<file path="src/rtl/fwdr_pkg.sv">
package fwdr_pkg;

  typedef enum logic [3:0] {
    LS_I  = 4'd0,
    LS_S  = 4'd1,
    LS_O  = 4'd2,
    LS_M  = 4'd3,
    LS_MM = 4'd4,
    LS_SM = 4'd5,
    LS_OM = 4'd6,
    LS_MI = 4'd7,
    LS_SI = 4'd8,
    LS_OI = 4'd9
  } line_state_e;

  localparam logic KIND_SHARED = 1'b0;
  localparam logic KIND_DMA    = 1'b1;

  localparam logic [1:0] CLS_L1  = 2'd0;
  localparam logic [1:0] CLS_DMA = 2'd1;

  localparam logic RSP_DATA = 1'b0;
  localparam logic RSP_ACK  = 1'b1;

  typedef struct packed {
    logic from_evict;
    logic want_data;
    logic want_ack;
    logic dirty;
    logic fault;
  } plan_t;

endpackage

</file>
<file path="src/rtl/fwdr_classify.sv">
module fwdr_classify
  import fwdr_pkg::*;
(
  input  logic [3:0] state,
  input  logic       kind,
  input  logic [1:0] cls,
  input  logic       evict_valid,
  output plan_t      plan
);

  logic array_shared_ok;
  logic array_dma_ok;
  logic evict_st;
  logic accepted;
  logic cls_gets_data;
  logic no_buffer;

  always_comb begin
    array_shared_ok = 1'b0;
    array_dma_ok    = 1'b0;
    evict_st        = 1'b0;
    plan.dirty      = 1'b0;
    case (state)
      LS_S, LS_SM: begin
        array_shared_ok = 1'b1;
        array_dma_ok    = 1'b1;
      end
      LS_O, LS_OM: begin
        array_shared_ok = 1'b1;
        array_dma_ok    = 1'b1;
        plan.dirty      = 1'b1;
      end
      LS_M, LS_MM: begin
        array_dma_ok = 1'b1;
        plan.dirty   = 1'b1;
      end
      LS_MI, LS_OI: begin
        evict_st   = 1'b1;
        plan.dirty = 1'b1;
      end
      LS_SI: evict_st = 1'b1;
      default: ;
    endcase
  end

  assign accepted      = evict_st | ((kind == KIND_DMA) ? array_dma_ok : array_shared_ok);
  assign cls_gets_data = (cls == CLS_L1) | (cls == CLS_DMA);
  assign no_buffer     = evict_st & cls_gets_data & ~evict_valid;

  assign plan.from_evict = evict_st;
  assign plan.fault      = ~accepted | no_buffer;
  assign plan.want_data  = accepted & ~no_buffer & (~evict_st | cls_gets_data);
  assign plan.want_ack   = accepted & ~no_buffer & (kind == KIND_DMA);

endmodule

</file>
<file path="src/rtl/fwdr_route.sv">
module fwdr_route #(
  parameter int ID_W       = 4,
  parameter int SLICE_BITS = 2,
  parameter int DEST_W     = 4
) (
  input  logic                  is_ack,
  input  logic [ID_W-1:0]       req_id,
  input  logic [SLICE_BITS-1:0] slice_field,
  output logic [DEST_W-1:0]     dest,
  output logic                  to_l2
);

  logic [DEST_W-1:0] slice_wide;
  logic [DEST_W-1:0] id_wide;

  assign slice_wide = DEST_W'(slice_field);
  assign id_wide    = DEST_W'(req_id);
  assign dest       = is_ack ? slice_wide : id_wide;
  assign to_l2      = is_ack;

endmodule

</file>
<file path="src/rtl/fwdr_sequencer.sv">
module fwdr_sequencer (
  input  logic clk,
  input  logic rst_n,
  input  logic req_valid,
  input  logic want_data,
  input  logic want_ack,
  input  logic bad_req,
  input  logic rsp_ready,
  output logic rsp_valid,
  output logic rsp_is_ack,
  output logic req_ready,
  output logic err
);

  logic ack_phase_q;
  logic has_any;
  logic last_rsp;
  logic rsp_fire;

  assign has_any    = want_data | want_ack;
  assign rsp_is_ack = ack_phase_q | ~want_data;
  assign last_rsp   = rsp_is_ack | ~want_ack;
  assign rsp_valid  = req_valid & ~bad_req & has_any;
  assign rsp_fire   = rsp_valid & rsp_ready;
  assign req_ready  = req_valid & (bad_req | ~has_any | (rsp_fire & last_rsp));
  assign err        = req_valid & bad_req;

  always_ff @(posedge clk or negedge rst_n) begin
    if (!rst_n) begin
      ack_phase_q <= 1'b0;
    end else if (req_ready) begin
      ack_phase_q <= 1'b0;
    end else if (rsp_fire && !last_rsp) begin
      ack_phase_q <= 1'b1;
    end
  end

endmodule

</file>
<file path="src/rtl/fwd_read_responder.sv">
module fwd_read_responder
  import fwdr_pkg::*;
#(
  parameter int          ADDR_W     = 16,
  parameter int          DATA_W     = 32,
  parameter int          ID_W       = 4,
  parameter int          SLICE_LOW  = 6,
  parameter int          SLICE_BITS = 2,
  parameter int          ACK_W      = 4,
  parameter int          LAT_W      = 4,
  parameter logic [3:0]  MY_ID      = 4'd9,
  parameter int          REQ_LAT    = 3,
  localparam int         DEST_W     = (ID_W > SLICE_BITS) ? ID_W : SLICE_BITS
) (
  input  logic              clk,
  input  logic              rst_n,
  input  logic              fwd_valid,
  output logic              fwd_ready,
  input  logic [ADDR_W-1:0] fwd_addr,
  input  logic              fwd_kind,
  input  logic [1:0]        fwd_class,
  input  logic [ID_W-1:0]   fwd_id,
  input  logic [3:0]        line_state,
  input  logic [DATA_W-1:0] line_data,
  input  logic              evict_valid,
  input  logic [DATA_W-1:0] evict_data,
  output logic              out_valid,
  input  logic              out_ready,
  output logic              out_kind,
  output logic [ADDR_W-1:0] out_addr,
  output logic [DATA_W-1:0] out_data,
  output logic [DEST_W-1:0] out_dest,
  output logic              out_to_l2,
  output logic              out_dirty,
  output logic [ACK_W-1:0]  out_acks,
  output logic              out_ctrl,
  output logic [ID_W-1:0]   out_sender,
  output logic [LAT_W-1:0]  out_lat,
  output logic              fault
);

  plan_t                 plan;
  logic                  is_ack;
  logic [SLICE_BITS-1:0] slice_field;
  logic [DATA_W-1:0]     src_data;

  fwdr_classify u_classify (
    .state       (line_state),
    .kind        (fwd_kind),
    .cls         (fwd_class),
    .evict_valid (evict_valid),
    .plan        (plan)
  );

  fwdr_sequencer u_seq (
    .clk        (clk),
    .rst_n      (rst_n),
    .req_valid  (fwd_valid),
    .want_data  (plan.want_data),
    .want_ack   (plan.want_ack),
    .bad_req    (plan.fault),
    .rsp_ready  (out_ready),
    .rsp_valid  (out_valid),
    .rsp_is_ack (is_ack),
    .req_ready  (fwd_ready),
    .err        (fault)
  );

  assign slice_field = fwd_addr[SLICE_LOW +: SLICE_BITS];

  fwdr_route #(
    .ID_W       (ID_W),
    .SLICE_BITS (SLICE_BITS),
    .DEST_W     (DEST_W)
  ) u_route (
    .is_ack      (is_ack),
    .req_id      (fwd_id),
    .slice_field (slice_field),
    .dest        (out_dest),
    .to_l2       (out_to_l2)
  );

  assign src_data   = plan.from_evict ? evict_data : line_data;
  assign out_kind   = is_ack ? RSP_ACK : RSP_DATA;
  assign out_addr   = fwd_addr;
  assign out_data   = is_ack ? '0 : src_data;
  assign out_dirty  = ~is_ack & plan.dirty;
  assign out_acks   = is_ack ? ACK_W'(1) : '0;
  assign out_ctrl   = is_ack;
  assign out_sender = ID_W'(MY_ID);
  assign out_lat    = LAT_W'(REQ_LAT);

endmodule

</file>
<file path="config.mk">
export PLATFORM = sky130hd
export DESIGN_NAME = fwd_read_responder
export DESIGN_NICKNAME = d
export VERILOG_FILES = /design/src/rtl/fwdr_pkg.sv /design/src/rtl/fwdr_classify.sv /design/src/rtl/fwdr_route.sv /design/src/rtl/fwdr_sequencer.sv /design/src/rtl/fwd_read_responder.sv
export SDC_FILE = /design/constraint.sdc
export NUM_CORES = 1
export LEC_CHECK = 0
export BUFFER_PORTS_ARGS = -buffer_cell sky130_fd_sc_hd__clkbuf_2
export CAP_MARGIN = 5
export CORE_ASPECT_RATIO = 0.6
export CORE_MARGIN = 10
export CORE_UTILIZATION = 26
export DETAILED_ROUTE_END_ITERATION = 6
export GPL_ROUTABILITY_DRIVEN = 1
export GPL_TIMING_DRIVEN = 0
export PLACE_DENSITY = 0.9
export SLEW_MARGIN = 20
export SYNTH_ARGS = -nofsm -noshare
export SYNTH_HDL_FRONTEND = slang
export SYNTH_HIERARCHICAL = 1
export SYNTH_SLANG_ARGS = --single-unit
</file>
<file path="constraint.sdc">
create_clock -name clk -period 1.69 [get_ports clk]
set_input_delay 0.2535 -clock clk [delete_from_list [all_inputs] [get_ports clk]]
set_output_delay 0.2535 -clock clk [all_outputs]
set_load 0.005 [all_outputs]
</file>
Word level (Yosys, flattened, before mapping). Index checks and enable logic that the tools add are counted.

Bits in registers: 1. Logic and storage cells: 61. Input port bits: 96. Output and inout port bits: 71.

Reductions and logical operators: 8. Multiplexer cells: 12. Eq/ne operators: 10. Bitwise operators: 30.

Operator list (number): two-way mux 32 bit (2); equality test 4 x 3 -> 1 bit, second input constant (4); bitwise AND 1 bit (12); OR reduction 6 bit (2); two-way mux 1 bit (9); NOT 1 bit (9); bitwise OR 1 bit (9); equality test 4 x 2 -> 1 bit, second input constant (2); equality test 4 bit, second input constant (2); equality test 4 x 1 -> 1 bit, second input constant (1); two-way mux 4 bit (1); OR reduction 4 bit (1); OR reduction 3 bit (1); equality test 2 x 1 -> 1 bit, second input constant (1); zero test 2 bit (1); nonzero test 2 bit (1); logical AND 1 bit (1); zero test 1 bit (1).

Logic depth before layout (Yosys ltp). Gate-level depths: netlist of the first run.

Depth in word-level cells: 15. Gate-level depth with buffers: 7. Depth with buffers taken out: 6.

Modules after synthesis. Netlist of the first run, hierarchy kept.

By module, submodules not included: fwd_read_responder (instances 1, area an instance 767.0 um^2, cells each 104, seq. area each 0.0 um^2); fwdr_classify (instances 1, area an instance 127.6 um^2, cells each 18, seq. area each 0.0 um^2); fwdr_sequencer (instances 1, area an instance 111.4 um^2, cells each 15, seq. area each 25.0 um^2); fwdr_route (instances 1, area an instance 47.5 um^2, cells each 5, seq. area each 0.0 um^2).

Worst setup path after synthesis of the first run. No wires, ideal clock.

Kind: input to output. Start: input port fwd_kind. End: output port out_data[0]. Stages: 7. Buffers on the path: 2. Setup slack: -0.197 ns. Required time: 1.436 ns. Arrival time: 1.634 ns. Cell sequence: a2111o_1 o311ai_2 a21oi_1 nand2b_1 clkbuf_1 buf_2 nor2_1.

RTL lines: start: declaration (RTL line fwd_read_responder.sv:20) `input logic fwd_kind,`; end: declaration (RTL line fwd_read_responder.sv:31) `output logic [DATA_W-1:0] out_data,`.

==> results.sh, run 1 <==
export IMPL_r2r_end="u_seq/ack_phase_q$_DFFE_PN0P_"
export IMPL_postSynthCellCount=142
export IMPL_period_needed_ps=1850
export IMPL_drc=0
export IMPL_setup_viol_count_final=43
export IMPL_ys_ff_latch=1
export IMPL_dr_total_vias=1512
export IMPL_gp_congestion=0.740
export IMPL_dieHeight_microns=69.3
export IMPL_overflow=0
export IMPL_area_growth_pct=122
export IMPL_grt_first_pass_wirelength_mm=8.13
export IMPL_cap_violations=0
export IMPL_routed_via_density=4.32
export IMPL_grt_total_usage_pct=13.5
export IMPL_min_path_type="in -> async"
export IMPL_fin_ws_ps=-165
export IMPL_top_regs="u_seq/ack_phase_q (1)"
export IMPL_largest_reg_flops=1
export IMPL_initial_core_util_pct=27.8
export IMPL_crit_chain="buf_8 > a2111o_1 > o311ai_4 > buf_6 > a21o_1 > and2_4 > o21bai_1 > buf_2"
export IMPL_top_register="u_seq/ack_phase_q"
export IMPL_ir_worst_vdd_mv=0.256
export IMPL_cp_end_kind="output port"
export IMPL_cp_endpoint="fwd_ready"
export IMPL_status="complete, but fails checks"
export IMPL_drtAntennaViolNets=0
export IMPL_clk_latency_ps=0
export IMPL_synth_seq_area_share_pct=2.38
export IMPL_grt_setup_unrepaired="true"
export IMPL_drt_total_wl_mm=5.60
export IMPL_synth_xor_area_share_pct=0
export IMPL_rr_startpoint="u_seq/ack_phase_q$_DFFE_PN0P_"
export IMPL_synth_cell_types=32
export IMPL_cp_required_ps=1440
export IMPL_p_total_uw=814
export IMPL_cts_hold_buf=0
export IMPL_clk_pin_slew_ps=0
export IMPL_synth_most_common_cell="mux2i_1"
export IMPL_hold_viol=0
export IMPL_post_drt_wl_per_cell_microns=16.0
export IMPL_synth_compound_area_share_pct=11.9
export IMPL_firstDrtPassIters=4
export IMPL_period_share_pct=110
export IMPL_fin_cells=350
export IMPL_yosys_area_share_simple_pct=19.7
export IMPL_reg2regPathDepth=4
export IMPL_synth_top_family_by_area="buffers and inverters"
export IMPL_syn_area_per_cell_sq_um=7.42
export IMPL_dp_cells=338
export IMPL_ff2ff_setup_slack_ps=550
export IMPL_ios=167
export IMPL_initialDrtViolationCount=9
export IMPL_portBuffers=140
export IMPL_yosys_area_top_type="mux2i_1"
export IMPL_final_net_count=401
export IMPL_synthTopCellsByArea="mux2i_1, buf_4, nor2_1"
export IMPL_cp_num_buf_inv=3
export IMPL_crit_type="in -> out"
export IMPL_power_density_nw_per_um2=348
export IMPL_crit_family="compound AO/OA/AOI/OAI gates"
export IMPL_drv_slew=0
export IMPL_arrival_ps=1600
export IMPL_synth_ff_type="dfrtp_1"
export IMPL_skew_ps=0
export IMPL_antenna_cells=0
export IMPL_startpoint_type="primary input"
export IMPL_netlist_area_leader_share_pct=30.4
export IMPL_cp_startpoint="fwd_kind"
export IMPL_fmax_ghz=0.539
export IMPL_fillCellCount=328
export IMPL_core_area_sq_um=3790
export IMPL_antenna_found_initial=0
export IMPL_ys_async_sr_fraction_pct=100
export IMPL_max_stage_delay_ps=440
export IMPL_crit_slowest_cell="a2111o_1"
export IMPL_ys_top_cells_by_count="mux2i_1, buf_4, nor2_1, inv_1, nand2b_1"
export IMPL_synth_fa_ha_area_share_pct=0
export IMPL_grt_pass1_vias=1606
export IMPL_syn_area_sq_um=1050
export IMPL_synth_mux_area_share_pct=32.5
export IMPL_grt_max_degree=11
export IMPL_die_w_microns=102
export IMPL_critical_path_max_fanout=3
export IMPL_dieArea_sq_um=7080
export IMPL_cp_depth=8
export IMPL_dp_hpwl_mm=4.52
export IMPL_rows=17
export IMPL_violations="setup timing"
export IMPL_synth_edf_count=0
export IMPL_yosysWarnings=6
export IMPL_drive_gt1_share_pct=74.3
export IMPL_p_leak_uw=0.00131
-- through the flow --
stage               setup TNS (ps)  utilization [%]  instance area, sq um  worst slack (ps)  hold slack (ps)
global placement            -13150             49.2                  1860              -392             28.8
CTS                          -4450             57.6                  2180              -131             31.4
finish                       -5240             61.8                  2340              -165             29.6
global route                 -7590             61.8                  2340              -207             32.8
detailed placement          -13920             49.2                  1860              -415             31.4
floorplan                        0                -                  1100              18.1            -42.1
-- cells by family (layout without fill, tap and decap cells) --
logic type / Yosys count / in the layout
other: 2 / 11
muxes: 34 / 34
buffers and inverters: 45 / 197
and+or+nand+nor: 45 / 45
AOI/OAI and AO/OA: 15 / 15
DFF: 1 / 1
-- layer usage --
metal | global-route usage (%) | wire [microns]
met5 | 0 | 0
met4 | 0.463 | 23
met3 | 2.78 | 450
met2 | 27.9 | 3280
met1 | 13.8 | 1850
-- placed cells by master, fill, tap and decap left out, types with 3 or more instances in the layout --
cell type	instances
conb_1	11
inv_1	5
nor2_4	6
buf_2	13
clkbuf_2	117
nor2_1	17
buf_12	5
buf_4	31
buf_6	16
nand2b_4	3
clkbuf_16	3
buf_8	4
nor2_2	10
mux2i_1	31
-- power by group --
group | switching (uW) | internal (uW)
Combinational | 324 | 463
Clock | 0 | 0
Sequential | 1.04 | 25.6
-- cell type report --
class,instances,area [sq um],area share [%]
Multi-Input combinational cell,105,887,37.9
Timing Repair Buffer,154,973,41.6
Sequential cell,1,25.0,1.07
Inverter,6,22.5,0.963
Tap cell,47,58.8,2.51
Buffer,37,372,15.9
-- what timing repair did --
action,4_1_cts,5_1_grt
endpoints found under the setup margin,41,45
cloned,3,1
setup buffers,9,1
pin swaps,15,10
gates resized for setup,49,44
-- worst min-delay path by stage --
stage,from,end,slack (ps),cells past startpoint
2_1_floorplan,rst_n,u_seq/ack_phase_q$_DFFE_PN0P_,-40,0
3_3_place_gp,rst_n,u_seq/ack_phase_q$_DFFE_PN0P_,30,1
3_5_place_dp,rst_n,u_seq/ack_phase_q$_DFFE_PN0P_,30,1
4_1_cts,rst_n,u_seq/ack_phase_q$_DFFE_PN0P_,30,1
5_1_grt,rst_n,u_seq/ack_phase_q$_DFFE_PN0P_,30,1
6_report,rst_n,u_seq/ack_phase_q$_DFFE_PN0P_,30,1
No activity file was read; power rests on OpenSTA's default activity.
==> inputs of run 2 (changes only) <==
--- a/config.mk
+++ b/config.mk
@@ -5,15 +5,16 @@
 export SDC_FILE = /design/constraint.sdc
 export NUM_CORES = 1
 export LEC_CHECK = 0
+export ABC_AREA = 1
 export BUFFER_PORTS_ARGS = -buffer_cell sky130_fd_sc_hd__clkbuf_2
 export CAP_MARGIN = 5
 export CORE_ASPECT_RATIO = 0.6
-export CORE_MARGIN = 10
-export CORE_UTILIZATION = 26
+export CORE_UTILIZATION = 28
+export CTS_CLUSTER_SIZE = 28
 export DETAILED_ROUTE_END_ITERATION = 6
 export GPL_ROUTABILITY_DRIVEN = 1
 export GPL_TIMING_DRIVEN = 0
-export PLACE_DENSITY = 0.9
+export PLACE_DENSITY = 0.89
 export SLEW_MARGIN = 20
 export SYNTH_ARGS = -nofsm -noshare
 export SYNTH_HDL_FRONTEND = slang
==> results.sh, run 2 <==
export IMPL_top_register="u_seq/ack_phase_q"
export IMPL_yosys_area_top_type="nand2_1"
export IMPL_dieHeight_microns=53.1
export IMPL_grt_total_usage_pct=16.7
export IMPL_tns_ps=-6940
export IMPL_dpl_cell_area_sq_um=2030
export IMPL_overflow=0
export IMPL_setup_viol_count_final=43
export IMPL_period_share_pct=115
export IMPL_ir_worst_vdd_mv=0.209
export IMPL_core_area_sq_um=4140
export IMPL_layout_commonest_cell="clkbuf_2"
export IMPL_status="complete, but fails checks"
export IMPL_drtAntennaViolNets=0
export IMPL_cap_violations=0
export IMPL_power_density_nw_per_um2=330
export IMPL_r2r_end="u_seq/ack_phase_q$_DFFE_PN0P_"
export IMPL_gp_congestion=0.704
export IMPL_synth_seq_area_share_pct=2.06
export IMPL_grt_max_degree=11
export IMPL_rr_startpoint="u_seq/ack_phase_q$_DFFE_PN0P_"
export IMPL_clk_latency_ps=0
export IMPL_p_leak_uw=0.00156
export IMPL_mostFrequentLayoutCells="clkbuf_2, nand2_1, nor2_1, inv_1, buf_4"
export IMPL_yosysWarnings=6
export IMPL_antenna_cells=0
export IMPL_routedLengthMet1_mm=1.79
export IMPL_grt_pass1_vias=1513
export IMPL_drv_slew=0
export IMPL_dieArea_sq_um=4620
export IMPL_postSynthCellCount=265
export IMPL_fmax_ghz=0.515
export IMPL_rows=18
export IMPL_ys_top_cells_by_count="nand2_1, nor2_1, inv_1, buf_4, buf_6"
export IMPL_reg2regPathDepth=8
export IMPL_initial_core_util_pct=29.3
export IMPL_syn_area_sq_um=1220
export IMPL_routed_via_density=3.92
export IMPL_fin_ws_ps=-253
export IMPL_cp_end_kind="output port"
export IMPL_post_drt_wl_per_cell_microns=9.06
export IMPL_drc=0
export IMPL_cp_required_ps=1440
export IMPL_dp_hpwl_mm=3.39
export IMPL_ys_ff_latch=1
export IMPL_grt_setup_unrepaired="true"
export IMPL_skew_ps=0
export IMPL_synthTopCellsByArea="nand2_1, nor2_1, buf_4"
export IMPL_hold_viol=0
export IMPL_drive_gt1_share_pct=51.2
export IMPL_antenna_found_initial=0
export IMPL_critical_path_max_fanout=4
export IMPL_crit_type="in -> out"
export IMPL_dr_total_vias=1905
export IMPL_ios=167
export IMPL_fillCellCount=455
export IMPL_routed_top_layer="met4"
export IMPL_firstDrtPassIters=4
export IMPL_cts_hold_buf=0
export IMPL_ys_async_sr_fraction_pct=100
export IMPL_holdWs_ps=31.5
export IMPL_wl_met2_mm=2.23
export IMPL_drt_total_wl_mm=4.40
export IMPL_route_met3_wl_microns=303
export IMPL_synth_cell_types=17
export IMPL_ff2ff_setup_slack_ps=610
export IMPL_startpoint_type="primary input"
export IMPL_synth_most_common_cell="nand2_1"
export IMPL_clk_pin_slew_ps=0
export IMPL_min_path_type="in -> async"
export IMPL_grt_first_pass_wirelength_mm=6.19
export IMPL_final_area_sq_um=2250
export IMPL_arrival_ps=1690
export IMPL_top_regs="u_seq/ack_phase_q (1)"
export IMPL_die_w_microns=87.1
export IMPL_area_growth_pct=85.2
export IMPL_final_net_count=524
export IMPL_netlist_area_leader_share_pct=26.9
export IMPL_synth_ff_type="dfrtp_1"
export IMPL_synth_edf_count=0
export IMPL_violations="setup timing"
export IMPL_portBuffers=140
export IMPL_syn_area_per_cell_sq_um=4.59
export IMPL_period_needed_ps=1940
export IMPL_initialDrtViolationCount=42
export IMPL_largest_reg_flops=1
run 2: cell count changes after synthesis, sizes merged, moves of 2 or more:
cell,previous run,this run
a21oi,2,0
and2b,2,0
buf,38,41
inv,6,45
mux2,2,0
mux2i,32,0
nand2,2,91
nand2b,4,0
nand3,0,2
nor2,33,78
o311ai,2,0
run 2: where the power goes:
group	total, uW	internal, uW	switching (uW)
Combinational	718	386	332
Clock	0	0	0
Sequential	24.7	24.7	0.0673
run 2: worst max-delay path, cell delays in order:
cell and delay (ps):
clkbuf_2 120, nor2_4 130, nand2_2 80, nand2_2 100
nor2_2 50, nand2_2 70, nand2_4 70, buf_4 140
inv_1 50, nand2_1 70, nor2_2 160, nand3_2 100
nand2_1 70, nand2_1 70, inv_1 60, clkbuf_2 100
run 2: routing by layer:
metal  track usage, %  up-vias
li1                 -     1029
met1             18.6      789
met2             34.5       79
met3             1.40        8
met4             4.17        0
met5                0        -
run 2: layout make-up:
class                           count  area (sq um)  area share (%)
Timing Repair Buffer              152           833            37.0
Multi-Input combinational cell    186           790            35.1
Buffer                             41           349            15.5
Inverter                           46           180            8.00
Tap cell                           60          75.1            3.33
Sequential cell                     1          25.0            1.11
run 2: worst max-delay path by stage:
stage	from	to	slack, ps	cells after the start
after floorplan	line_state[2]	out_data[0]	30	13
after global placement	line_state[1]	out_data[17]	-380	13
after detailed placement	line_state[1]	out_data[2]	-430	13
after CTS	line_state[1]	out_data[26]	-150	13
after global routing	line_state[3]	fwd_ready	-360	15
final	line_state[3]	fwd_ready	-250	16
run 2: logic make-up after synthesis:
kind of cell	after synthesis	share of synthesized area, %
simple gates	172	54.8
buf+inv	87	41.0
compound gates	3	1.44
other cells	2	0.618
flops	1	2.06
run 2: metrics by stage:
step / setup slack [ps] / instances / util (%) / power (uW)
3_5_place_dp: -430 / 474 / 49.0 / 624
2_1_floorplan: 26.4 / 274 / - / 363
6_report: -253 / 486 / 54.3 / 742
5_1_grt: -358 / 486 / 54.3 / 825
4_1_cts: -147 / 485 / 53.3 / 716
3_3_place_gp: -379 / 474 / 49.0 / 610
run 2: repair_timing:
| action | 4_1_cts | 5_1_grt |
|---|---|---|
| setup endpoints to repair | 41 | 44 |
| buffers inserted | 9 | 0 |
| pin swaps | 5 | 3 |
| gates cloned | 2 | 1 |
| gates resized for setup | 30 | 15 |
==> inputs of run 3 (changes only) <==
--- a/config.mk
+++ b/config.mk
@@ -9,12 +9,13 @@
 export BUFFER_PORTS_ARGS = -buffer_cell sky130_fd_sc_hd__clkbuf_2
 export CAP_MARGIN = 5
 export CORE_ASPECT_RATIO = 0.6
-export CORE_UTILIZATION = 28
-export CTS_CLUSTER_SIZE = 28
+export CORE_UTILIZATION = 29
+export CTS_BUF_LIST = sky130_fd_sc_hd__clkbuf_2
+export CTS_CLUSTER_SIZE = 40
 export DETAILED_ROUTE_END_ITERATION = 6
 export GPL_ROUTABILITY_DRIVEN = 1
 export GPL_TIMING_DRIVEN = 0
-export PLACE_DENSITY = 0.89
+export PLACE_DENSITY = 0.92
 export SLEW_MARGIN = 20
 export SYNTH_ARGS = -nofsm -noshare
 export SYNTH_HDL_FRONTEND = slang
==> results.sh, run 3 (synthesized netlist as in run 2, its figures left out) <==
export IMPL_status="complete, but fails checks"
export IMPL_violations="setup timing"
export IMPL_skew_ps=0
export IMPL_fmax_ghz=0.520
export IMPL_crit_chain="buf_2 > nand2_2 > clkinv_2 > nand2_2 > nand2_2 > nor2_2 > nand2_2 > nand2_4 > buf_4 > inv_1 > nand2_1 > nor2_2 > buf_4 > buf_4 > nand2_1 > o21ai_1 > nand2_1 > inv_1"
export IMPL_min_path_type="in -> async"
export IMPL_cp_common_cell="nand2_2"
export IMPL_ir_worst_vdd_mv=0.210
export IMPL_initial_core_util_pct=31.8
export IMPL_dp_hpwl_mm=3.38
export IMPL_grt_total_usage_pct=18.3
export IMPL_r2r_end="u_seq/ack_phase_q$_DFFE_PN0P_"
export IMPL_clk_latency_ps=0
export IMPL_fillCellCount=365
export IMPL_antenna_found_initial=0
export IMPL_dr_total_vias=1989
export IMPL_ios=167
export IMPL_rows=17
export IMPL_drtAntennaViolNets=0
export IMPL_rr_startpoint="u_seq/ack_phase_q$_DFFE_PN0P_"
export IMPL_period_share_pct=114
export IMPL_routed_via_density=4.14
export IMPL_grt_setup_unrepaired="true"
export IMPL_grt_first_pass_wirelength_mm=6.71
export IMPL_top_register="u_seq/ack_phase_q"
export IMPL_startpoint_type="primary input"
export IMPL_cts_hold_buf=0
export IMPL_place_ws_ps=-461
export IMPL_dieArea_sq_um=4470
export IMPL_cap_violations=0
export IMPL_layout_commonest_cell="clkbuf_2"
export IMPL_dpl_cell_area_sq_um=2010
export IMPL_drive_gt1_share_pct=59.2
export IMPL_antenna_cells=0
export IMPL_clk_pin_slew_ps=0
export IMPL_fin_ws_ps=-234
export IMPL_p_leak_uw=0.00161
export IMPL_drv_slew=0
export IMPL_max_stage_delay_ps=130
export IMPL_seq_area_sq_um=25.0
export IMPL_ff2ff_setup_slack_ps=580
export IMPL_crit_slowest_cell="buf_2"
export IMPL_portBuffers=140
export IMPL_drc=0
export IMPL_cp_end_kind="flop"
export IMPL_setup_viol_count_final=44
export IMPL_mostFrequentLayoutCells="clkbuf_2, nand2_1, nor2_1, buf_4, inv_1"
export IMPL_gp_congestion=0.742
export IMPL_core_area_sq_um=3830
export IMPL_grt_pass1_vias=1627
export IMPL_arrival_ps=1810
export IMPL_multiInputGateArea_sq_um=890
export IMPL_top_regs="u_seq/ack_phase_q (1)"
export IMPL_critical_path_max_fanout=3
export IMPL_period_needed_ps=1920
export IMPL_hold_viol=0
export IMPL_dieHeight_microns=52.2
export IMPL_drt_total_wl_mm=4.86
export IMPL_power_density_nw_per_um2=339
export IMPL_cp_required_ps=1570
export IMPL_reg2regPathDepth=8
export IMPL_firstDrtPassIters=4
export IMPL_area_growth_pct=98.0
export IMPL_crit_family="simple AND/OR/NAND/NOR gates"
export IMPL_initialDrtViolationCount=23
export IMPL_largest_reg_flops=1
export IMPL_final_area_sq_um=2410
export IMPL_post_drt_wl_per_cell_microns=10.1
export IMPL_crit_type="in -> reg"
export IMPL_overflow=0
export IMPL_die_w_microns=85.6
export IMPL_grt_max_degree=11
export IMPL_final_net_count=532
export IMPL_cp_num_buf_inv=7
-- run 3: changes by cell type in the layout (fill, tap and decap cells not counted), sizes merged --
cell | previous run | this run
clkbuf | 133 | 104
buf | 60 | 97
clkinv | 0 | 1
inv | 46 | 45
-- run 3: worst max-delay path by stage --
stage,cells past startpoint,start,endpoint
global route,18,line_state[0],u_seq/ack_phase_q$_DFFE_PN0P_
CTS,13,line_state[1],out_data[6]
detailed placement,15,line_state[2],out_data[6]
global placement,13,line_state[1],out_data[0]
finish,18,line_state[0],u_seq/ack_phase_q$_DFFE_PN0P_
floorplan,13,line_state[2],out_data[0]
-- run 3: final cells by class --
cell class                      instances  share of cell area [%]
Buffer                                 41                    14.8
Inverter                               46                    7.64
Multi-Input combinational cell        186                    36.9
Sequential cell                         1                    1.04
Tap cell                               47                    2.44
Timing Repair Buffer                  160                    37.1
-- run 3: power breakdown --
group | switching, uW | leakage (uW) | internal, uW
combinational | 370 | 0.00160 | 421
sequential | 0.0809 | 0.0000140 | 24.7
clock | 0 | 0 | 0
-- run 3: metrics by stage --
stage                     hold slack (ps)  utilization [%]  power, uW  TNS [ps]  std cells
after floorplan                     -42.1                -        363         0        274
after detailed placement             30.2             52.6        622    -13880        461
after CTS                            30.5             59.1        747     -4960        478
final                                31.6             62.9        816     -6470        481
after global routing                 35.8             62.9        896    -11340        481
after global placement               28.8             52.6        609    -11620        461
-- run 3: worst register-to-register path: stages, from the launching register on --
cell and delay [ps]:
dfrtp_1 340, inv_1 160, nand3_2 120, nand3_1 100, nand2_1 50, nand2_1 80, buf_4 110, nand2_1 40
inv_1 60
-- run 3: routing by layer --
layer | share of wire (%) | wire length (microns) | track usage (%) | vias to the layer above
li1 | - | - | - | 1046
met1 | 39 | 1910 | 20.4 | 857
met5 | 0 | 0 | 0 | -
met4 | 1.8 | 88 | 3.06 | 0
met2 | 53 | 2580 | 38.0 | 76
met3 | 5.9 | 286 | 2.22 | 10
-- run 3: repair_timing --
action                     CTS  global route
hold endpoints to repair     0             0
pin swaps                   17            43
gates resized for setup     40            79
buffers inserted            13             5
gates cloned                 4             0
setup endpoints to repair   42            44
